[config.mk]
export PLATFORM = sky130hd
export DESIGN_NAME = dma2d_addr_gen
export DESIGN_NICKNAME = d
export VERILOG_FILES = /design/src/rtl/dma2d_pkg.sv /design/src/rtl/dma2d_down_ctr.sv /design/src/rtl/dma2d_ring_pos.sv /design/src/rtl/dma2d_addr_gen.sv
export SDC_FILE = /design/constraint.sdc
export NUM_CORES = 1
export LEC_CHECK = 0
export ABC_AREA = 1
export ABC_CLOCK_PERIOD_IN_PS = 11100
export BUFFER_PORTS_ARGS = -buffer_cell sky130_fd_sc_hd__clkbuf_2
export CAP_MARGIN = 20
export CORE_MARGIN = 10
export CORE_UTILIZATION = 55
export CTS_BUF_LIST = sky130_fd_sc_hd__clkbuf_8
export CTS_CLUSTER_DIAMETER = 150
export DETAILED_ROUTE_END_ITERATION = 8
export PLACE_DENSITY = 0.73
export SETUP_SLACK_MARGIN = 0.1
export SLEW_MARGIN = 20
export SYNTH_ARGS = -nofsm -noshare
export SYNTH_HDL_FRONTEND = slang
export SYNTH_SLANG_ARGS = --single-unit
[constraint.sdc]
create_clock -name clk -period 11.1 [get_ports clk]
set_input_delay 0.555 -clock clk [delete_from_list [all_inputs] [get_ports clk]]
set_output_delay 0.555 -clock clk [all_outputs]
set_load 0.02 [all_outputs]
[src/rtl/dma2d_pkg.sv]
package dma2d_pkg;
  typedef enum logic {
    WALK_FRAME = 1'b0,
    WALK_RING  = 1'b1
  } walk_mode_e;
endpackage

[src/rtl/dma2d_down_ctr.sv]
module dma2d_down_ctr #(
  parameter int W = 16
) (
  input  logic         clk,
  input  logic         rst_n,
  input  logic         load,
  input  logic [W-1:0] load_val,
  input  logic         dec,
  output logic [W-1:0] value,
  output logic         zero
);
  always_ff @(posedge clk) begin
    if (!rst_n)    value <= '0;
    else if (load) value <= load_val;
    else if (dec)  value <= value - 1'b1;
  end
  assign zero = (value == '0);
endmodule

[src/rtl/dma2d_ring_pos.sv]
module dma2d_ring_pos #(
  parameter int W = 33
) (
  input  logic         clk,
  input  logic         rst_n,
  input  logic         clear,
  input  logic         step,
  input  logic [W-1:0] area,
  output logic         at_half,
  output logic         at_end
);
  logic [W-1:0] pos;
  logic [W-1:0] half_last;

  assign half_last = (area >> 1) - 1'b1;
  assign at_half   = (pos == half_last);
  assign at_end    = (pos == area - 1'b1);

  always_ff @(posedge clk) begin
    if (!rst_n)      pos <= '0;
    else if (clear)  pos <= '0;
    else if (step)   pos <= at_end ? '0 : pos + 1'b1;
  end


  ring_bound_chk: assert property (@(posedge clk) disable iff (!rst_n)
    step |-> (pos < area));
endmodule

[src/rtl/dma2d_addr_gen.sv]
module dma2d_addr_gen
  import dma2d_pkg::*;
#(
  parameter int AW = 32,
  parameter int LW = 16
) (
  input  logic          clk,
  input  logic          rst_n,
  input  logic          start,
  input  logic          stop,
  input  logic          loop_en,
  input  logic [AW-1:0] base_addr,
  input  logic [LW-1:0] line_len,
  input  logic [LW-1:0] line_cnt,
  input  logic [LW-1:0] line_step,
  input  logic          dir_to_dev,
  input  logic          burst4,
  output logic          req_valid,
  input  logic          req_ready,
  output logic [AW-1:0] req_addr,
  output logic          req_to_dev,
  output logic          req_burst4,
  output logic [AW-1:0] cur_addr,
  output logic          busy,
  output logic          done,
  output logic          half_evt,
  output logic          half_second
);
  localparam int AREA_W = 2 * LW + 1;

  logic              running;
  walk_mode_e        mode_q;
  logic [AW-1:0]     addr_q, line_start_q, base_q;
  logic [LW-1:0]     len_q, step_q;
  logic [AREA_W-1:0] area_q;
  logic              to_dev_q, burst_q, done_q, half_q, half2_q;

  logic launch, accept, in_frame, in_ring;
  logic x_zero, y_zero, r_half, r_end;
  logic x_load, x_dec, y_dec;
  logic [LW-1:0] x_val, x_cnt, y_cnt;
  logic [AW-1:0] next_line;

  assign launch    = !running && start && !stop;
  assign req_valid = running && !stop;
  assign accept    = req_valid && req_ready;
  assign in_frame  = (mode_q == WALK_FRAME);
  assign in_ring   = (mode_q == WALK_RING);
  assign next_line = line_start_q + AW'(step_q);

  assign x_load = launch || (accept && in_frame && x_zero && !y_zero);
  assign x_val  = (launch ? line_len : len_q) - 1'b1;
  assign x_dec  = accept && in_frame && !x_zero;
  assign y_dec  = accept && in_frame && x_zero && !y_zero;

  dma2d_down_ctr #(.W(LW)) u_xctr (
    .clk(clk), .rst_n(rst_n), .load(x_load), .load_val(x_val),
    .dec(x_dec), .value(x_cnt), .zero(x_zero));

  dma2d_down_ctr #(.W(LW)) u_yctr (
    .clk(clk), .rst_n(rst_n), .load(launch), .load_val(line_cnt),
    .dec(y_dec), .value(y_cnt), .zero(y_zero));

  dma2d_ring_pos #(.W(AREA_W)) u_ring (
    .clk(clk), .rst_n(rst_n), .clear(launch), .step(accept && in_ring),
    .area(area_q), .at_half(r_half), .at_end(r_end));

  always_ff @(posedge clk) begin
    if (!rst_n) begin
      running      <= 1'b0;
      mode_q       <= WALK_FRAME;
      addr_q       <= '0;
      line_start_q <= '0;
      base_q       <= '0;
      len_q        <= '0;
      step_q       <= '0;
      area_q       <= '0;
      to_dev_q     <= 1'b0;
      burst_q      <= 1'b0;
      done_q       <= 1'b0;
      half_q       <= 1'b0;
      half2_q      <= 1'b0;
    end else begin
      done_q <= 1'b0;
      half_q <= 1'b0;
      if (stop) begin
        running <= 1'b0;
      end else if (launch) begin
        running      <= 1'b1;
        mode_q       <= (line_len == '0) ? WALK_RING : WALK_FRAME;
        addr_q       <= base_addr;
        line_start_q <= base_addr;
        base_q       <= base_addr;
        len_q        <= line_len;
        step_q       <= line_step;
        area_q       <= AREA_W'(line_step) * (AREA_W'(line_cnt) + 1'b1);
        to_dev_q     <= dir_to_dev;
        burst_q      <= burst4;
      end else if (accept) begin
        if (in_frame) begin
          if (!x_zero) begin
            addr_q <= addr_q + 1'b1;
          end else if (y_zero) begin
            addr_q  <= addr_q + 1'b1;
            running <= 1'b0;
            done_q  <= 1'b1;
          end else begin
            addr_q       <= next_line;
            line_start_q <= next_line;
          end
        end else begin
          if (r_end) begin
            addr_q  <= base_q;
            half_q  <= 1'b1;
            half2_q <= 1'b1;
          end else begin
            addr_q <= addr_q + 1'b1;
            if (r_half) begin
              half_q  <= 1'b1;
              half2_q <= 1'b0;
            end
          end
          if (!loop_en) running <= 1'b0;
        end
      end
    end
  end

  assign req_addr    = addr_q;
  assign cur_addr    = addr_q;
  assign req_to_dev  = to_dev_q;
  assign req_burst4  = burst_q;
  assign busy        = running;
  assign done        = done_q;
  assign half_evt    = half_q;
  assign half_second = half2_q;


  hold_valid_chk: assert property (@(posedge clk) disable iff (!rst_n)
    (req_valid && !req_ready) |=> (req_valid || stop));


  hold_addr_chk: assert property (@(posedge clk) disable iff (!rst_n)
    (req_valid && !req_ready) |=> (stop || $stable(req_addr)));


  stop_idle_chk: assert property (@(posedge clk) disable iff (!rst_n)
    stop |=> (!busy && !done && !half_evt));


  done_idle_chk: assert property (@(posedge clk) disable iff (!rst_n)
    done |-> !busy);


  evt_excl_chk: assert property (@(posedge clk) disable iff (!rst_n)
    !(done && half_evt));


  flags_stable_chk: assert property (@(posedge clk) disable iff (!rst_n)
    (busy && $past(busy)) |-> ($stable(req_to_dev) && $stable(req_burst4)));
endmodule

==> impl_metrics.json <==
{
  "async_flop_share_pct": 0,
  "slowest_delay_ns": 0.54,
  "synth_flop_cell": "sky130_fd_sc_hd__dfxtp_1",
  "hpwlAfterDp_um": 61180,
  "io_buffer_count": 158,
  "detail_route.drc_violations": 0,
  "share_of_yosys_cell_area_claimed_by_the_top_area_cell_type_pct": 18.44,
  "unique_cell_type_count_in_the_yosys_netlist": 53,
  "fin_worst_skew_ns": 0.05250,
  "power.internal_uw": 3662,
  "ctsLongestPathBuffers": 3,
  "cts.hold.buffers_added": 0,
  "final_critical_path_setup_slack_ns": 3.490,
  "clockRootBuffer": "sky130_fd_sc_hd__clkbuf_8",
  "num_vias": 24390,
  "power.density_nw_per_um2": 300.6,
  "hold_viol": 0,
  "setup_viol": 0,
  "avgViaCountPerCell": 5.477,
  "detail_route.first_pass.iterations": 8,
  "cp_data_arrival_time_ns": 8.12,
  "fp.dieH_um": 234.5,
  "finalCritPeriodShare_pct": 68.56,
  "grt_remaining_overflow": 0,
  "first_global_vias": 23230,
  "cp_max_fo": 16,
  "drive_gt1_share_pct": 7.918,
  "slew_headroom_pct": 34.66,
  "num-nets-final": 4250,
  "cts_sinks": 233,
  "core_region_area_um2": 45380,
  "io_pins": 159,
  "cts_post_setup_buffers_inserted": 0,
  "sequentialPowerShare_pct": 14.4,
  "clk_pin_slew_ns": 0.06,
  "fmax_mhz": 131.4,
  "grt_first_pass_wirelength_um": 124400,
  "maxSlewViolCount": 0,
  "routed_wirelength_um": 78380,
  "timing.setup.tns_ns": 0,
  "synthMostInstantiatedCell": "sky130_fd_sc_hd__nand2_1",
  "outcome": "completed",
  "portion_of_the_post_synthesis_area_used_by_sequential_elements_pct": 18.44,
  "ys_warn_count": 0,
  "postCtsResizedCells": 0,
  "endpoint_kind": "register",
  "yosys-top-cells-count": "sky130_fd_sc_hd__nand2_1, sky130_fd_sc_hd__inv_1, sky130_fd_sc_hd__nor2_1",
  "synth_top_cells_by_area": "sky130_fd_sc_hd__dfxtp_1, sky130_fd_sc_hd__fa_1, sky130_fd_sc_hd__nand2_1",
  "critical_path_required_ns": 11.61,
  "place_ws_ns": 2.924,
  "ant_nets": 0,
  "rsz0062_at_grt": "false",
  "drt_first_iter_violations": 2267,
  "drv.max_cap_violation_count": 0,
  "vdd.ir_drop.worst_mv": 0.3340,
  "critical_path.slowest_cell": "sky130_fd_sc_hd__fa_1",
  "avgRoutedWirePerCell_um": 17.60,
  "htreeDepth": 2,
  "post_synth_inst_count": 3770,
  "fin_crit_ns": 7.610,
  "synth.net_count": 4196,
  "gp_congestion": 0.9947,
  "worstSetupPathType": "primary input to register",
  "p_sw_uw": 4478,
  "die_w_um": 234.5,
  "cts_tree": "yes",
  "grt_start_max_net_pins": 79,
  "p_sw_share_pct": 55.01,
  "timing.critical_path.from_type": "primary input",
  "initial_antenna_violation_count": 1,
  "synth.largest_area_cell": "sky130_fd_sc_hd__dfxtp_1",
  "share_clk_of_total_power_pct": 10.9,
  "post_synth_instance_area_um2": 25300,
  "clock_insertion_delay_worst_skew_ns": 0.64,
  "area_growth_pct": 7.063,
  "hold_path.class": "primary input to register",
  "synth_enable_flop_cells": 0,
  "cts_made_buffers": 44,
  "initial_core_util_pct": 55.74,
  "grt_use_total_pct": 28.23,
  "syn-mean-instance-area_um2": 6.710,
  "nFillCells": 4495,
  "static-leakage-power_uw": 0.01390,
  "power_frac_comb_pct": 74.6,
  "worst_slew_pin_slew_ns": 0.9791,
  "rows": 78,
  "cpMostUsedCell": "sky130_fd_sc_hd__inv_1",
  "fp.dieArea_um2": 54970,
  "yosys_register_bits": 233
}
-- routing by layer --
layer,track usage [%],vias to the layer above,share of wire [%]
li1,-,11920,-
met1,38.26,11300,43
met2,43.79,1035,44
met3,6.718,142,9.8
met4,8.933,2,3.0
met5,0,-,0.010
-- layout make-up --
type | instances | area (um2) | share of cell area [%]
clock buffer | 55 | 757.0 | 2.795
sequential | 233 | 4664 | 17.22
tap | 600 | 750.7 | 2.772
clock inverter | 19 | 146.4 | 0.5405
timing repair buffer | 171 | 890.9 | 3.289
inverter | 712 | 2674 | 9.873
antenna | 1 | 2.502 | 0.009240
multi-input combinational | 2662 | 17200 | 63.50
-- worst max-delay path: cells and delay by family --
family                   cells  cell delay [ns]
AO/OA/AOI/OAI                6             1.06
AND/OR/NAND/NOR             13             1.89
buffers and inverters        9             1.21
adder cells (fa/ha/maj)      7             3.38
-- power groups by stage --
stage	clock network (uW)	registers, uW	logic, uW
global placement	0	1180	5930
global route	937	1190	6940
CTS	904	1170	6020
floorplan	0	1150	4620
detailed placement	0	1180	5980
finish	891	1170	6070
-- layout by cell type, fill, tap and decap left out, types with 9 or more instances in the layout --
| master | n |
|---|---|
| sky130_fd_sc_hd__nand3_1 | 181 |
| sky130_fd_sc_hd__o22ai_1 | 34 |
| sky130_fd_sc_hd__buf_4 | 14 |
| sky130_fd_sc_hd__inv_2 | 15 |
| sky130_fd_sc_hd__clkbuf_8 | 55 |
| sky130_fd_sc_hd__a221oi_1 | 9 |
| sky130_fd_sc_hd__nor3_1 | 51 |
| sky130_fd_sc_hd__o211ai_1 | 15 |
| sky130_fd_sc_hd__clkbuf_2 | 157 |
| sky130_fd_sc_hd__xor2_1 | 122 |
| sky130_fd_sc_hd__o21bai_1 | 19 |
| sky130_fd_sc_hd__ha_1 | 129 |
| sky130_fd_sc_hd__o21ai_0 | 234 |
| sky130_fd_sc_hd__nand4_1 | 66 |
| sky130_fd_sc_hd__nor2_4 | 9 |
| sky130_fd_sc_hd__nor2_1 | 394 |
| sky130_fd_sc_hd__a31oi_1 | 44 |
| sky130_fd_sc_hd__dfxtp_1 | 233 |
| sky130_fd_sc_hd__nand2_1 | 825 |
| sky130_fd_sc_hd__fa_1 | 209 |
| sky130_fd_sc_hd__nor4_1 | 27 |
| sky130_fd_sc_hd__or2_2 | 24 |
| sky130_fd_sc_hd__clkinv_1 | 13 |
| sky130_fd_sc_hd__inv_1 | 694 |
| sky130_fd_sc_hd__nor2_2 | 10 |
| sky130_fd_sc_hd__a21oi_1 | 143 |
| sky130_fd_sc_hd__xnor2_1 | 43 |
-- through the flow --
step,power (uW),utilization (%),hold WS (ns),std cells,cell area [um2]
CTS,8090,59.67,0.1224,4452,27080
finish,8140,59.68,0.1576,4453,27080
floorplan,5762,-,0.4228,3770,25300
detailed placement,7162,57.68,0.4423,4378,26180
global placement,7110,57.68,0.4378,4378,26180
global route,9074,59.67,0.1707,4452,27080
-- cells by family (layout without fill, tap and decap cells) --
kind of cell             count (synthesis)  count (layout)  synth area share, %
adder cells (fa/ha/maj)                338             338                22.92
flip-flops                             233             233                18.44
multiplexers                             7               7               0.2770
other                                    0               1                    0
XOR/XNOR                               167             167                5.891
AND/OR/NAND/NOR                       1617            1617                27.10
AO/OA/AOI/OAI                          533             533                11.76
buffers and inverters                  875             957                13.62
-- state kept, by name, summed over array words and instances, names as in the netlist, 32 cells and up --
register      count
base_q           32
line_start_q     32
u_ring.pos       33
area_q           33
cur_addr         32
-- path summary, 6_finish.rpt --
| check | startpoint | depth (start not counted) | to | slack (ns) |
|---|---|---|---|---|
| worst max-delay path | line_cnt[0] | 35 | area_q[29]$_SDFFE_PN0P_ | 3.49 |
| worst min-delay path | dir_to_dev | 3 | req_to_dev$_SDFFE_PN0P_ | 0.16 |
| worst max register to register | area_q[1]$_SDFFE_PN0P_ | 16 | u_ring.pos[30]$_SDFFE_PP0P_ | 5.84 |
| worst min register to register | base_q[16]$_SDFFE_PN0P_ | 2 | base_q[16]$_SDFFE_PN0P_ | 0.45 |
Note: power is estimated with default switching activity, not from simulation.
